`config.mk`:
```
export PLATFORM = sky130hd
export DESIGN_NAME = gpio_port_bank
export DESIGN_NICKNAME = d
export VERILOG_FILES = /design/src/rtl/gpio_bank_pkg.sv /design/src/rtl/gpio_dir_resolve.sv /design/src/rtl/gpio_read_mux.sv /design/src/rtl/gpio_port_bank.sv
export SDC_FILE = /design/constraint.sdc
export NUM_CORES = 1
export LEC_CHECK = 0
export CAP_MARGIN = 25
export CORE_UTILIZATION = 30
export DETAILED_ROUTE_END_ITERATION = 10
export SLEW_MARGIN = 30
export SYNTH_ARGS = -nofsm -noshare
export SYNTH_HDL_FRONTEND = slang
export SYNTH_SLANG_ARGS = --single-unit
```
`constraint.sdc`:
```
create_clock -name clk -period 2.15 [get_ports clk]
set_input_delay 0.43 -clock clk [delete_from_list [all_inputs] [get_ports clk]]
set_output_delay 0.43 -clock clk [all_outputs]
set_load 0.02 [all_outputs]
```
`src/rtl/gpio_bank_pkg.sv`:
```
package gpio_bank_pkg;

    localparam int PORTS   = 4;
    localparam int PORT_W  = 8;
    localparam int BUS_W   = 8;
    localparam int ADDR_W  = 8;
    localparam int PADS    = PORTS * PORT_W;
    localparam int PIDX_W  = $clog2(PORTS);

    localparam logic [ADDR_W-1:0] A_DAT0  = 8'h80;
    localparam logic [ADDR_W-1:0] A_DAT1  = 8'h81;
    localparam logic [ADDR_W-1:0] A_DIR   = 8'h82;
    localparam logic [ADDR_W-1:0] A_CTL01 = 8'h83;
    localparam logic [ADDR_W-1:0] A_DAT2  = 8'hC0;
    localparam logic [ADDR_W-1:0] A_DAT3  = 8'hC1;
    localparam logic [ADDR_W-1:0] A_CTL23 = 8'hC3;

    // control registers come out of reset with both ports in input mode
    localparam logic [BUS_W-1:0] CTL_RST = 8'h92;
    localparam logic [BUS_W-1:0] DIR_RST = 8'h00;

    typedef logic [PORTS-1:0][PORT_W-1:0] latch_arr_t;

    typedef struct packed {
        latch_arr_t       lat;
        logic [BUS_W-1:0] dir;
        logic [BUS_W-1:0] ctl01;
        logic [BUS_W-1:0] ctl23;
        logic [BUS_W-1:0] rdata;
    } bank_state_t;

    function automatic int out_pos(input int p);
        case (p)
            0:       return 2;
            1:       return 3;
            2:       return 6;
            default: return 7;
        endcase
    endfunction

    function automatic int dis_pos(input int p);
        case (p)
            0:       return 0;
            1:       return 1;
            2:       return 4;
            default: return 5;
        endcase
    endfunction

    // even ports use bit 4, odd ports bit 1 of their control register
    function automatic int in_pos(input int p);
        return (p % 2 == 0) ? 4 : 1;
    endfunction

    typedef struct packed {
        logic              hit;
        logic [PIDX_W-1:0] idx;
    } port_sel_t;

    function automatic port_sel_t data_sel(input logic [ADDR_W-1:0] a);
        port_sel_t s;
        s.hit = 1'b1;
        s.idx = '0;
        case (a)
            A_DAT0:  s.idx = 2'd0;
            A_DAT1:  s.idx = 2'd1;
            A_DAT2:  s.idx = 2'd2;
            A_DAT3:  s.idx = 2'd3;
            default: s.hit = 1'b0;
        endcase
        return s;
    endfunction

endpackage

```
`src/rtl/gpio_dir_resolve.sv`:
```
module gpio_dir_resolve
    import gpio_bank_pkg::*;
(
    input  logic [BUS_W-1:0] dir_q,
    input  logic [BUS_W-1:0] ctl01_q,
    input  logic [BUS_W-1:0] ctl23_q,
    output logic [PORTS-1:0] port_is_out,
    output logic [PORTS-1:0] port_drive
);

    for (genvar p = 0; p < PORTS; p++) begin : g_port
        localparam int OP = out_pos(p);
        localparam int DP = dis_pos(p);
        localparam int IP = in_pos(p);
        logic in_mode;

        if (p < 2) begin : g_lo
            assign in_mode = ctl01_q[IP];
        end else begin : g_hi
            assign in_mode = ctl23_q[IP];
        end

        assign port_is_out[p] = dir_q[OP] & ~in_mode;
        assign port_drive[p]  = port_is_out[p] & ~dir_q[DP];
    end

endmodule

```
`src/rtl/gpio_read_mux.sv`:
```
module gpio_read_mux
    import gpio_bank_pkg::*;
(
    input  logic [ADDR_W-1:0] addr,
    input  latch_arr_t        lat_q,
    input  logic [PADS-1:0]   pad_in,
    input  logic [PORTS-1:0]  port_is_out,
    input  logic [BUS_W-1:0]  dir_q,
    input  logic [BUS_W-1:0]  ctl01_q,
    input  logic [BUS_W-1:0]  ctl23_q,
    output logic [BUS_W-1:0]  rd_val
);

    logic [PORTS-1:0][PORT_W-1:0] port_view;

    for (genvar p = 0; p < PORTS; p++) begin : g_view
        assign port_view[p] = port_is_out[p] ? lat_q[p]
                                             : pad_in[p*PORT_W +: PORT_W];
    end

    always_comb begin
        port_sel_t sel;
        sel    = data_sel(addr);
        rd_val = '0;
        if (sel.hit) begin
            rd_val = port_view[sel.idx];
        end else begin
            case (addr)
                A_DIR:   rd_val = dir_q;
                A_CTL01: rd_val = ctl01_q;
                A_CTL23: rd_val = ctl23_q;
                default: rd_val = '0;
            endcase
        end
    end

endmodule

```
`src/rtl/gpio_port_bank.sv`:
```
module gpio_port_bank
    import gpio_bank_pkg::*;
(
    input  logic              clk,
    input  logic              rst_n,
    input  logic [7:0]        bus_addr,
    input  logic              bus_wr,
    input  logic              bus_rd,
    input  logic [7:0]        bus_wdata,
    output logic [7:0]        bus_rdata,
    input  logic [31:0]       pad_in,
    output logic [31:0]       pad_out,
    output logic [31:0]       pad_oe
);

    bank_state_t st_d, st_q;
    logic [PORTS-1:0] port_is_out;
    logic [PORTS-1:0] port_drive;
    logic [BUS_W-1:0] rd_val;

    gpio_dir_resolve u_dir (
        .dir_q       (st_q.dir),
        .ctl01_q     (st_q.ctl01),
        .ctl23_q     (st_q.ctl23),
        .port_is_out (port_is_out),
        .port_drive  (port_drive)
    );

    gpio_read_mux u_rmux (
        .addr        (bus_addr),
        .lat_q       (st_q.lat),
        .pad_in      (pad_in),
        .port_is_out (port_is_out),
        .dir_q       (st_q.dir),
        .ctl01_q     (st_q.ctl01),
        .ctl23_q     (st_q.ctl23),
        .rd_val      (rd_val)
    );

    always_comb begin
        port_sel_t wsel;
        st_d = st_q;
        wsel = data_sel(bus_addr);
        if (bus_wr) begin
            if (wsel.hit) begin
                st_d.lat[wsel.idx] = bus_wdata;
            end else begin
                case (bus_addr)
                    A_DIR:   st_d.dir   = bus_wdata;
                    A_CTL01: st_d.ctl01 = bus_wdata;
                    A_CTL23: st_d.ctl23 = bus_wdata;
                    default: ;
                endcase
            end
        end
        if (bus_rd) begin
            st_d.rdata = rd_val;
        end
    end

    always_ff @(posedge clk) begin
        if (!rst_n) begin
            st_q.lat   <= '0;
            st_q.dir   <= DIR_RST;
            st_q.ctl01 <= CTL_RST;
            st_q.ctl23 <= CTL_RST;
            st_q.rdata <= '0;
        end else begin
            st_q <= st_d;
        end
    end

    assign bus_rdata = st_q.rdata;
    assign pad_out   = st_q.lat;

    for (genvar p = 0; p < PORTS; p++) begin : g_oe
        assign pad_oe[p*PORT_W +: PORT_W] = {PORT_W{port_drive[p]}};
    end

    function automatic logic mapped(input logic [7:0] a);
        return (a == A_DAT0) || (a == A_DAT1) || (a == A_DAT2) || (a == A_DAT3)
            || (a == A_DIR) || (a == A_CTL01) || (a == A_CTL23);
    endfunction


    latch0_load_chk: assert property (@(posedge clk) disable iff (!rst_n)
        (bus_wr && bus_addr == A_DAT0) |=> (pad_out[7:0] == $past(bus_wdata)));


    dis_tristate_chk: assert property (@(posedge clk) disable iff (!rst_n)
        (bus_wr && bus_addr == A_DIR && bus_wdata[0]) |=> (pad_oe[7:0] == 8'h00));


    unmapped_read_chk: assert property (@(posedge clk) disable iff (!rst_n)
        (bus_rd && !mapped(bus_addr)) |=> (bus_rdata == 8'h00));


    unmapped_write_chk: assert property (@(posedge clk) disable iff (!rst_n)
        (bus_wr && !mapped(bus_addr)) |=> ($stable(pad_out) && $stable(pad_oe)));


    rdata_hold_chk: assert property (@(posedge clk) disable iff (!rst_n)
        !bus_rd |=> $stable(bus_rdata));


    oe_uniform_chk: assert property (@(posedge clk) disable iff (!rst_n)
        (pad_oe[15:8] == 8'h00 || pad_oe[15:8] == 8'hFF));

endmodule

```
==> Yosys cells after proc, flatten, opt, wreduce, memory -nomap -nowiden <==
Cells that the tools add are included.
{ "classes": {"order_cmp": 2, "n_eq_ne": 7, "muxes": 13, "bitwise": 17, "reduce_logical": 6} }
{ "ops": {"columns": ["cell", "n"], "rows": [
  ["$eq 8x8->1 const B", 7],
  ["$mux 8", 7],
  ["$bwmux 32", 1],
  ["$pmux 8 s3", 1],
  ["$bmux 8 s2", 1],
  ["$demux 8 s2", 1],
  ["$not 1->1", 9],
  ["$reduce_and 3->1", 3],
  ["$and 1x1->1", 8],
  ["$pmux 2 s3", 1],
  ["$reduce_or 4->1", 1],
  ["$lt 2x3->1 const B", 1],
  ["$ge 2x1->1 const B", 1],
  ["$reduce_and 2->1", 1],
  ["$logic_and 1x1->1", 1],
  ["$mux 1", 1]
]} }
{ "word_totals": {"register_bits": 64, "input_bits": 52, "output_inout_bits": 72} }

==> Longest topological paths before layout <==
Gate-level depths: netlist (run 1).
{ "depth": {"ltp_word": 7, "depth_mapped": 6, "ltp_nobuf": 4} }

==> By module <==
A second synthesis (run 1) with hierarchy kept.
{ "unflattened": {"hier_cells": 418, "hier_area_um2": 3880.0} }
{ "modules_own_cells": {"columns": ["mod", "n_inst", "cells_per_inst", "area_each_um2", "seq_area_each_um2"], "rows": [
  ["gpio_port_bank", 1, 295, 2930.3, 1281.2],
  ["gpio_read_mux", 1, 115, 874.6, 0.0],
  ["gpio_dir_resolve", 1, 8, 75.1, 0.0]
]} }

==> Worst setup path before layout (run 1) <==
Ideal clock, no wire load.
{ "synth_timing": {"kind": "reg2out", "startpoint": "register st_q[26] (netlist name)", "endpoint": "output pad_oe[1]", "t_arrival_ps": 1602, "t_required_ps": 1720, "slack_ps": 118, "path_stages_with_launch": 5, "cell_sequence": "dfxtp_1 > nor2b_1 > clkbuf_1 > nor2b_1 > buf_4"} }
{ "synth_via": {"elab_chain_cells": 2} }
{ "synth_rtl": {"columns": ["item", "line_no", "text"], "rows": [
  ["start, declared", "gpio_port_bank.sv:16", "bank_state_t st_d, st_q;"],
  ["start signal, assigned", "gpio_port_bank.sv:69", "st_q <= st_d;"],
  ["$and 1x1->1", "gpio_dir_resolve.sv:23", "assign port_is_out[p] = dir_q[OP] & ~in_mode;"],
  ["$and 1x1->1", "gpio_dir_resolve.sv:24", "assign port_drive[p] = port_is_out[p] & ~dir_q[DP];"],
  ["end, declared", "gpio_port_bank.sv:13", "output logic [31:0] pad_oe"]
]} }
No other way between the ends.

==> Final worst setup path (run 1) <==
{ "layout_timing": {"startpoint": "register st_q[12] (netlist name)", "endpoint": "output pad_oe[20]"} }
{ "layout_via": {"elab_chain_cells": 3} }
{ "layout_rtl": {"columns": ["item", "line_no"], "rows": [
  ["$not 1->1", "gpio_dir_resolve.sv:23"],
  ["$and 1x1->1", "gpio_dir_resolve.sv:23"],
  ["$and 1x1->1", "gpio_dir_resolve.sv:24"]
]} }
No other way between the ends.

==> results of run 1 <==
## layer usage
metal  GRT usage [%]  vias to the layer above  wire (um)
met5               0                        -          0
met4           7.778                        0        302
met3           2.698                       18        519
met2           28.02                      108       5307
met1           22.52                     1497       5167
li1                -                     1532          -
## power groups by stage
stage	Combinational, mW	Sequential [mW]	Clock, mW
after floorplan	0.131	1.22	0
after detailed placement	0.301	1.23	0
after global placement	0.300	1.23	0
after global routing	0.325	1.20	1.64
after CTS	0.304	1.20	1.59
final	0.302	1.20	1.57
## critical path, cell delays in order, from the launching register on
cell and delay, ns:
dfxtp_1 0.31, nand2b_1 0.15, nor2_1 0.11, buf_4 0.16, clkdlybuf4s50_1 0.61
## layout make-up
| class | instances | area, um2 |
|---|---|---|
| fill | 1257 | 7317 |
| multi-input combinational | 243 | 1958 |
| timing repair buffer | 159 | 1541 |
| sequential | 64 | 1281 |
| clock buffer | 12 | 246.5 |
| tap | 172 | 215.2 |
| clock inverter | 4 | 77.57 |
| inverter | 9 | 33.78 |
## cells in the final DEF (no fill, tap or decap), drive strengths merged, types with 9 or more instances in the layout
| cell | n |
|---|---|
| clkdlybuf4s50 | 96 |
| mux2i | 72 |
| dfxtp | 64 |
| nor2b | 54 |
| buf | 36 |
| dlygate4sd2 | 24 |
| o211ai | 16 |
| clkbuf | 12 |
| inv | 9 |
| nand3b | 9 |
## path summary, 6_finish.rpt
kind                         startpoint  depth (start not counted)                        end
setup / recovery  st_q[12]$_SDFFE_PN1P_                          4                 pad_oe[20]
hold / removal    st_q[15]$_SDFFE_PN1P_                          2      st_q[15]$_SDFFE_PN1P_
setup reg to reg  st_q[26]$_SDFFE_PN0P_                          5  bus_rdata[5]$_SDFFE_PN0P_
hold reg to reg   st_q[15]$_SDFFE_PN1P_                          2      st_q[15]$_SDFFE_PN1P_
## stage by stage
stage               worst slack [ns]  std cells  hold WS [ns]
global route               0.0001729        663        0.5279
CTS                          0.05556        663        0.4876
global placement             -0.1520        647        0.4666
floorplan                     0.1179        414        0.4443
detailed placement           -0.1644        647        0.4662
finish                       0.06436        663        0.4843
## cell families (layout without fill, tap and decap cells)
logic type,Yosys count,after routing,synth area share [%]
DFF,64,64,32.77
and+or+nand+nor,99,99,17.31
AOI/OAI and AO/OA,64,64,12.03
buffers and inverters,107,184,17.15
muxes,80,80,20.74
## flip-flops by register name, summed over array words and instances, names as in the netlist
signal and cells:
pad_out 32, bus_rdata 8, st_q 24
==> impl_summary.md, run 1 <==
Timing
Measured against its own limit, the worst slew margin works out to 59.48%. The number of slew-limit violations in the final report is 0. The transition time of the tightest slew-check pin is 0.6059 ns. Setup repair after global routing left no endpoint under its margin. The ratio of final minimum period to clock period is 97.01%.

Derived from the worst setup path, the maximum achievable clock frequency is 0.4795 GHz. The number of hold violations in the final report is 0. For the final routed database, the setup TNS stands at 0 ns.

The clock period minus final worst setup slack is 2.086 ns. The setup skew after layout is 0.008630 ns. Setup violations remaining at the end of the flow were counted as 0.

Routing
The via density per instance is 4.759. The total vias in the final route is 3155. The detailed router finished its first iteration with 166 violations. The final wirelength is 11.30 mm. The remaining antenna violation count is 0. The first-pass iteration count of the detailed router is 4. The routed wire length per instance is 17.04 um. In the routed design, unresolved DRC markers number 0.

CTS
The clock latency on the worst-skew pair is 0.32 ns. Clock tree synthesis inserted a total of 9 buffers. After clock tree synthesis, the clock-pin slew on the worst setup and hold paths is 0.06 ns.

In this run the number of H-tree levels came out at 3. The post-cts resize count is 24. TritonCTS built the clock tree. The maximum root-to-sink buffer count is 2. The count of buffers added by post-CTS timing repair for setup is 0. The cell sitting at the root of the clock tree is a clkbuf_16. For this design, the CTS-stage hold fixing added 0 buffers. The CTS sink count is 64.

GRT
Entering global routing, the biggest net connects 65 pins. The number of global-route vias before repair came to 3107. The initial antenna violation count is 0. After global routing the overflow that remains totals 0.

The first-pass GRT wire length is 17.41 mm. In the global route stage, overall resource usage came out at 17.23%.

Synth
Counting flops and latches in the post-synthesis netlist gives 64. The cell area after synthesis is 3910 um2. The library cell with the highest instance count after synthesis is mux2i_1. The number of distinct library cell variants in the gate-level netlist after synthesis is 34. Averaged over all synthesized cells, the footprint is 9.444 um2. Synthesis produced a netlist with a net count of 466. The area fraction of the dominant cell type after synthesis is 32.77%.

After synthesis, the share of flip-flops with an asynchronous set or reset is 0%. The cell count after synthesis came out at 414. The number of enable flip-flop cells after synthesis is 0. The Yosys warning count is 0. The sequential share of the synthesized area is 32.77%. The most frequently used flop master after synthesis is dfxtp_1. In the synthesized netlist, the cells that appear most often are 72 x mux2i_1, 68 x buf_4, 64 x dfxtp_1.

Yosys attributes the largest share of cell area to dfxtp_1 33%, mux2i_1 18%, buf_4 13%. The synthesized design spends more area on one cell type than any other, namely dfxtp_1.

Finish
The post-route cell area is 5354 um2. Cells fill 42.25% of the core in the end. The repair_antennas step left the layout with diodes totalling 0. The area growth from synthesis to layout is 36.93%. The number of nets in the layout is 538. The proportion of layout cells with a drive suffix above 1 is 12.42%.

Placed design
The congestion estimate from routability-driven global placement came to 0.8166. The total cell area at the placement stage is 5052 um2. Input and output buffers added on the ports amount to 123. Once detailed placement completed, the half-perimeter wirelength came to 8.393 mm.

Critical path
The worst setup path is of the register to output port kind. The data arrival time of the critical path is 1.66 ns. In this run the worst path has a maximum fanout of 8. STA classifies the critical path endpoint as an output port. Data on the critical path is required at its endpoint by 1.72 ns. The startpoint type of the worst setup path is a register.

The worst reg-to-reg setup slack is 0.51 ns.

Die
The horizontal extent of the die is 116.2 um. For this configuration, the core starts out at a cell density of 30.86%. The floorplan step set the die height to 116.2 um.

The core region is 12670 um2. The overall die area is 13490 um2. During I/O placement, the number of pins put on the boundary was 124.

The placement row count is 41.

Power and ir drop
In this run switching power makes up 21.52% of total power. The combinational fraction of design power is 9.8%. In this run, the clock network consumes 51.1% of the power. The final total power is 3.076 mW.

The maximum ir drop on the vdd rail is 0.4563 mV. Summed over all cells, the static leakage comes to 2.314 nW. The net switching power is 0.6619 mW. The internal power summed over all cells is 2.414 mW.

The power density over the cells is 574.5 nW/um2. The part of the total power dissipated in sequential elements is 39.1%.

Worst hold path
The tightest min-delay check is of the register to register type.

Outcome
The flow ran to the end, and the final reports show no timing, DRC or antenna violations.

Flow run
Max-cap violations in this run came to 0.
Power figures use the tool's default switching activity.
==> run 2, diff against run 1 <==
--- a/config.mk
+++ b/config.mk
@@ -6,6 +6,7 @@
 export NUM_CORES = 1
 export LEC_CHECK = 0
 export CAP_MARGIN = 25
+export CORE_MARGIN = 2
 export CORE_UTILIZATION = 30
 export DETAILED_ROUTE_END_ITERATION = 10
 export SLEW_MARGIN = 30
==> run 2 against run 1 <==
Net effect:
- maximum frequency up 0.35%
- final cell count up 0.30%
- die area up 3.5%
- clock-buffer cell count down 1
- non-clock buffer count up 2
- largest cell class unchanged
- via count up 0.51%
==> impl_summary.md, run 2 (same netlist as run 1, synthesis figures left out) <==
Critical path
The worst flop-to-flop path endpoint is bus_rdata[0]$_SDFFE_PN0P_. The largest single stage delay on the critical path is 0.42 ns. Measured in cells, the most critical reg-to-reg path has a length of 5. The required time reported for the critical path endpoint is 1.72 ns. The worst setup path is captured at an output port. The slowest stage of the critical path belongs to the cell dfxtp_1. The launch instance of the worst register-to-register path is st_q[26]$_SDFFE_PN0P_. The kind of cell adding the most delay to the critical path is buffers and inverters. Along the worst path, the maximum fanout reaches 11. The data arrival time of the critical path is 1.65 ns. The setup path with the least slack is of type register to output port. The sum of buffers and inverters on the critical path is 2. The critical path goes through nor2b_2 -> nor2b_1 -> buf_4 -> dlygate4sd2_1.

The worst reg-to-reg setup slack is 0.47 ns. The worst setup path is launched from a register.

Routing
After detailed routing, the number of remaining DRC violations is 0. Before antenna repair, the detailed router went through 4 iterations. The remaining antenna violation count is 0.

In the final routed layout, each cell accounts on average for 17.50 um. The via density per instance is 4.768. Wires add up to 11.64 mm. In this run, the number of DRC markers left after iteration 0 of detailed routing was 177. The total vias in the final route is 3171.

Timing
The number of hold violations in the final report came to 0. The ratio of final minimum period to clock period is 96.67%. The achievable clock frequency is 0.4812 GHz. Adding up every negative setup slack in the final design gives 0 ns.

Setup repair after global routing left no endpoint under its margin. The worst pin sits at a relative slew slack of 64.46%. The worst path in the final design needs a cycle of 2.078 ns, including I/O delays and setup.

The number of slew-limit violations in the final report was 0. The clock arrives with 0.005912 ns of skew. The transition time of the tightest slew-check pin is 0.5315 ns. The setup-violating endpoint count in the final report is 0. The worst-case hold slack is 0.4827 ns.

Finish
The non-filler instance count after layout is 665. 0 antenna diodes ended up in the layout. Relative to the synthesized area, the layout overhead comes to 37.73%. The number of nets in the layout is 540.

The post-route netlist has 13.39% of its cells at a drive strength greater than 1. Measured on the finished design, the core utilization comes to 42.50%. The library cells used most frequently in the layout, excluding fill and tap cells, are 91 x clkdlybuf4s50_1, 72 x mux2i_1, 64 x dfxtp_1. The register with the most flip-flops in the layout has 32 of them. The most common cell after layout, fill and taps aside is clkdlybuf4s50_1.

Die
The die covers 13960 um2. After floorplanning, the core was divided into 41 placement rows. The initial utilization of the core area, before any placement, comes to 30.86%. The chip height is 118.2 um. For this design the top-level I/O count stands at 124. The horizontal extent of the die is 118.2 um. The area inside the core boundary is 12670 um2.

GRT
The number of global-route vias before repair is 3172. The total routing usage reported by global routing is 16.67%. The initial antenna violation count is 0.

The first-pass GRT wire length is 18.08 mm. The pin count of the biggest net entering global routing is 65. The total overflow left after global routing is 0.

Placed design
Summed over all nets, the half-perimeter wirelength after detailed placement is 8.523 mm. Once placement completed, the tool counted placed cells totaling 649. The count of input and output buffers is 123.

At the end of routability-driven placement, the weighted congestion stood at 0.7859.

Worst hold path
The path with the worst hold slack has its endpoint at st_q[23]$_SDFFE_PN1P_. The type of the tightest min-delay check is register to register. The beginning of the worst hold path is st_q[23]$_SDFFE_PN1P_. Along the worst hold path, the cell count comes to 2.

CTS
The clock transition time at the flip-flop clock pins of the worst setup and hold paths is 0.06 ns. The maximum root-to-sink buffer count is 2. In this run the clock root is driven by a clkbuf_16. The number of buffers added by the clock tree synthesis step is 9. The count of buffers added by post-CTS timing repair for setup is 0. Clock latency on the worst-skew pair, taken at its later pin, is 0.33 ns. The CTS sink count is 64. The number of H-tree levels is 3.

TritonCTS built the clock tree.

Power and ir drop
In this run, the clock network consumes 52.8% of the power. For this design the total switching power over the nets is 0.6661 mW. Of the total power, the share spent switching nets is 20.86%. Power spread over the standard cell area amounts to 593.1 nW/um2. VDD sags by at most 0.3914 mV. The combinational fraction of design power is 9.6%. Internal power comes to 2.528 mW.

The part of the total power dissipated in sequential elements is 37.6%. The analysis attributes to cell leakage a power of 2.384 nW.

Outcome
The flow ran to the end, and the final reports show no timing, DRC or antenna violations.

Flow run
The number of maximum-capacitance constraint violations is 0.
==> run 2: cell types whose count changed in the layout (fill, tap and decap cells not counted), moves of 2 or more <==
cell,change
clkdlybuf4s50_1,-5
buf_4,+3
dlygate4sd2_1,+3
dlymetal6s2s_1,+2
==> run 2: tightest hold or removal path: stages (launching register included) <==
cell and delay (ns):
dfxtp_1 0.33, mux2i_1 0.07, nand2_1 0.06
==> run 2: metrics by stage <==
stage          cell area (um2)  setup WS [ns]  power [mW]
2_1_floorplan             3910         0.1179       1.355
3_3_place_gp              5055        -0.1568       1.530
3_5_place_dp              5055        -0.1838       1.533
4_1_cts                   5370       0.004525       3.219
5_1_grt                   5385       0.007443       3.299
6_report                  5385        0.07166       3.194
==> run 2: routing by layer <==
metal	vias to the layer above	track usage [%]	wire, um
met5	-	0	0
met4	0	6.627	218
met3	13	3.330	531
met2	108	26.84	5497
met1	1509	21.83	5388
li1	1541	-	-
==> run 2: worst max-delay path by stage <==
stage / startpoint / to / slack [ns] / cells past startpoint
after global routing: st_q[17]$_SDFFE_PN1P_ / pad_oe[8] / 0.007 / 4
after detailed placement: bus_addr[7] / st_q[29]$_SDFFE_PN0P_ / -0.18 / 6
final: st_q[17]$_SDFFE_PN1P_ / pad_oe[8] / 0.07 / 4
after floorplan: st_q[26]$_SDFFE_PN0P_ / pad_oe[1] / 0.12 / 4
after CTS: st_q[12]$_SDFFE_PN1P_ / pad_oe[19] / 0.005 / 3
after global placement: bus_addr[7] / st_q[23]$_SDFFE_PN1P_ / -0.16 / 6
==> run 2: final cells by class <==
cell class / count / area [um2]
Inverter: 9 / 33.78
Tap cell: 172 / 215.2
Timing Repair Buffer: 161 / 1545
Sequential cell: 64 / 1281
Clock inverter: 5 / 103.9
Fill cell: 1261 / 7286
Clock buffer: 11 / 242.7
Multi-Input combinational cell: 243 / 1963
==> run 2: power groups by stage <==
stage | clock network (mW) | logic, mW | registers, mW
2_1_floorplan | 0 | 0.131 | 1.22
6_report | 1.69 | 0.305 | 1.20
5_1_grt | 1.77 | 0.325 | 1.20
3_3_place_gp | 0 | 0.302 | 1.23
3_5_place_dp | 0 | 0.305 | 1.23
4_1_cts | 1.71 | 0.307 | 1.20
==> run 2: timing repair <==
action / 4_1_cts / 5_1_grt
setup endpoints to repair: 32 / 13
hold buffers: 0 / 0
gates resized for setup: 28 / 6
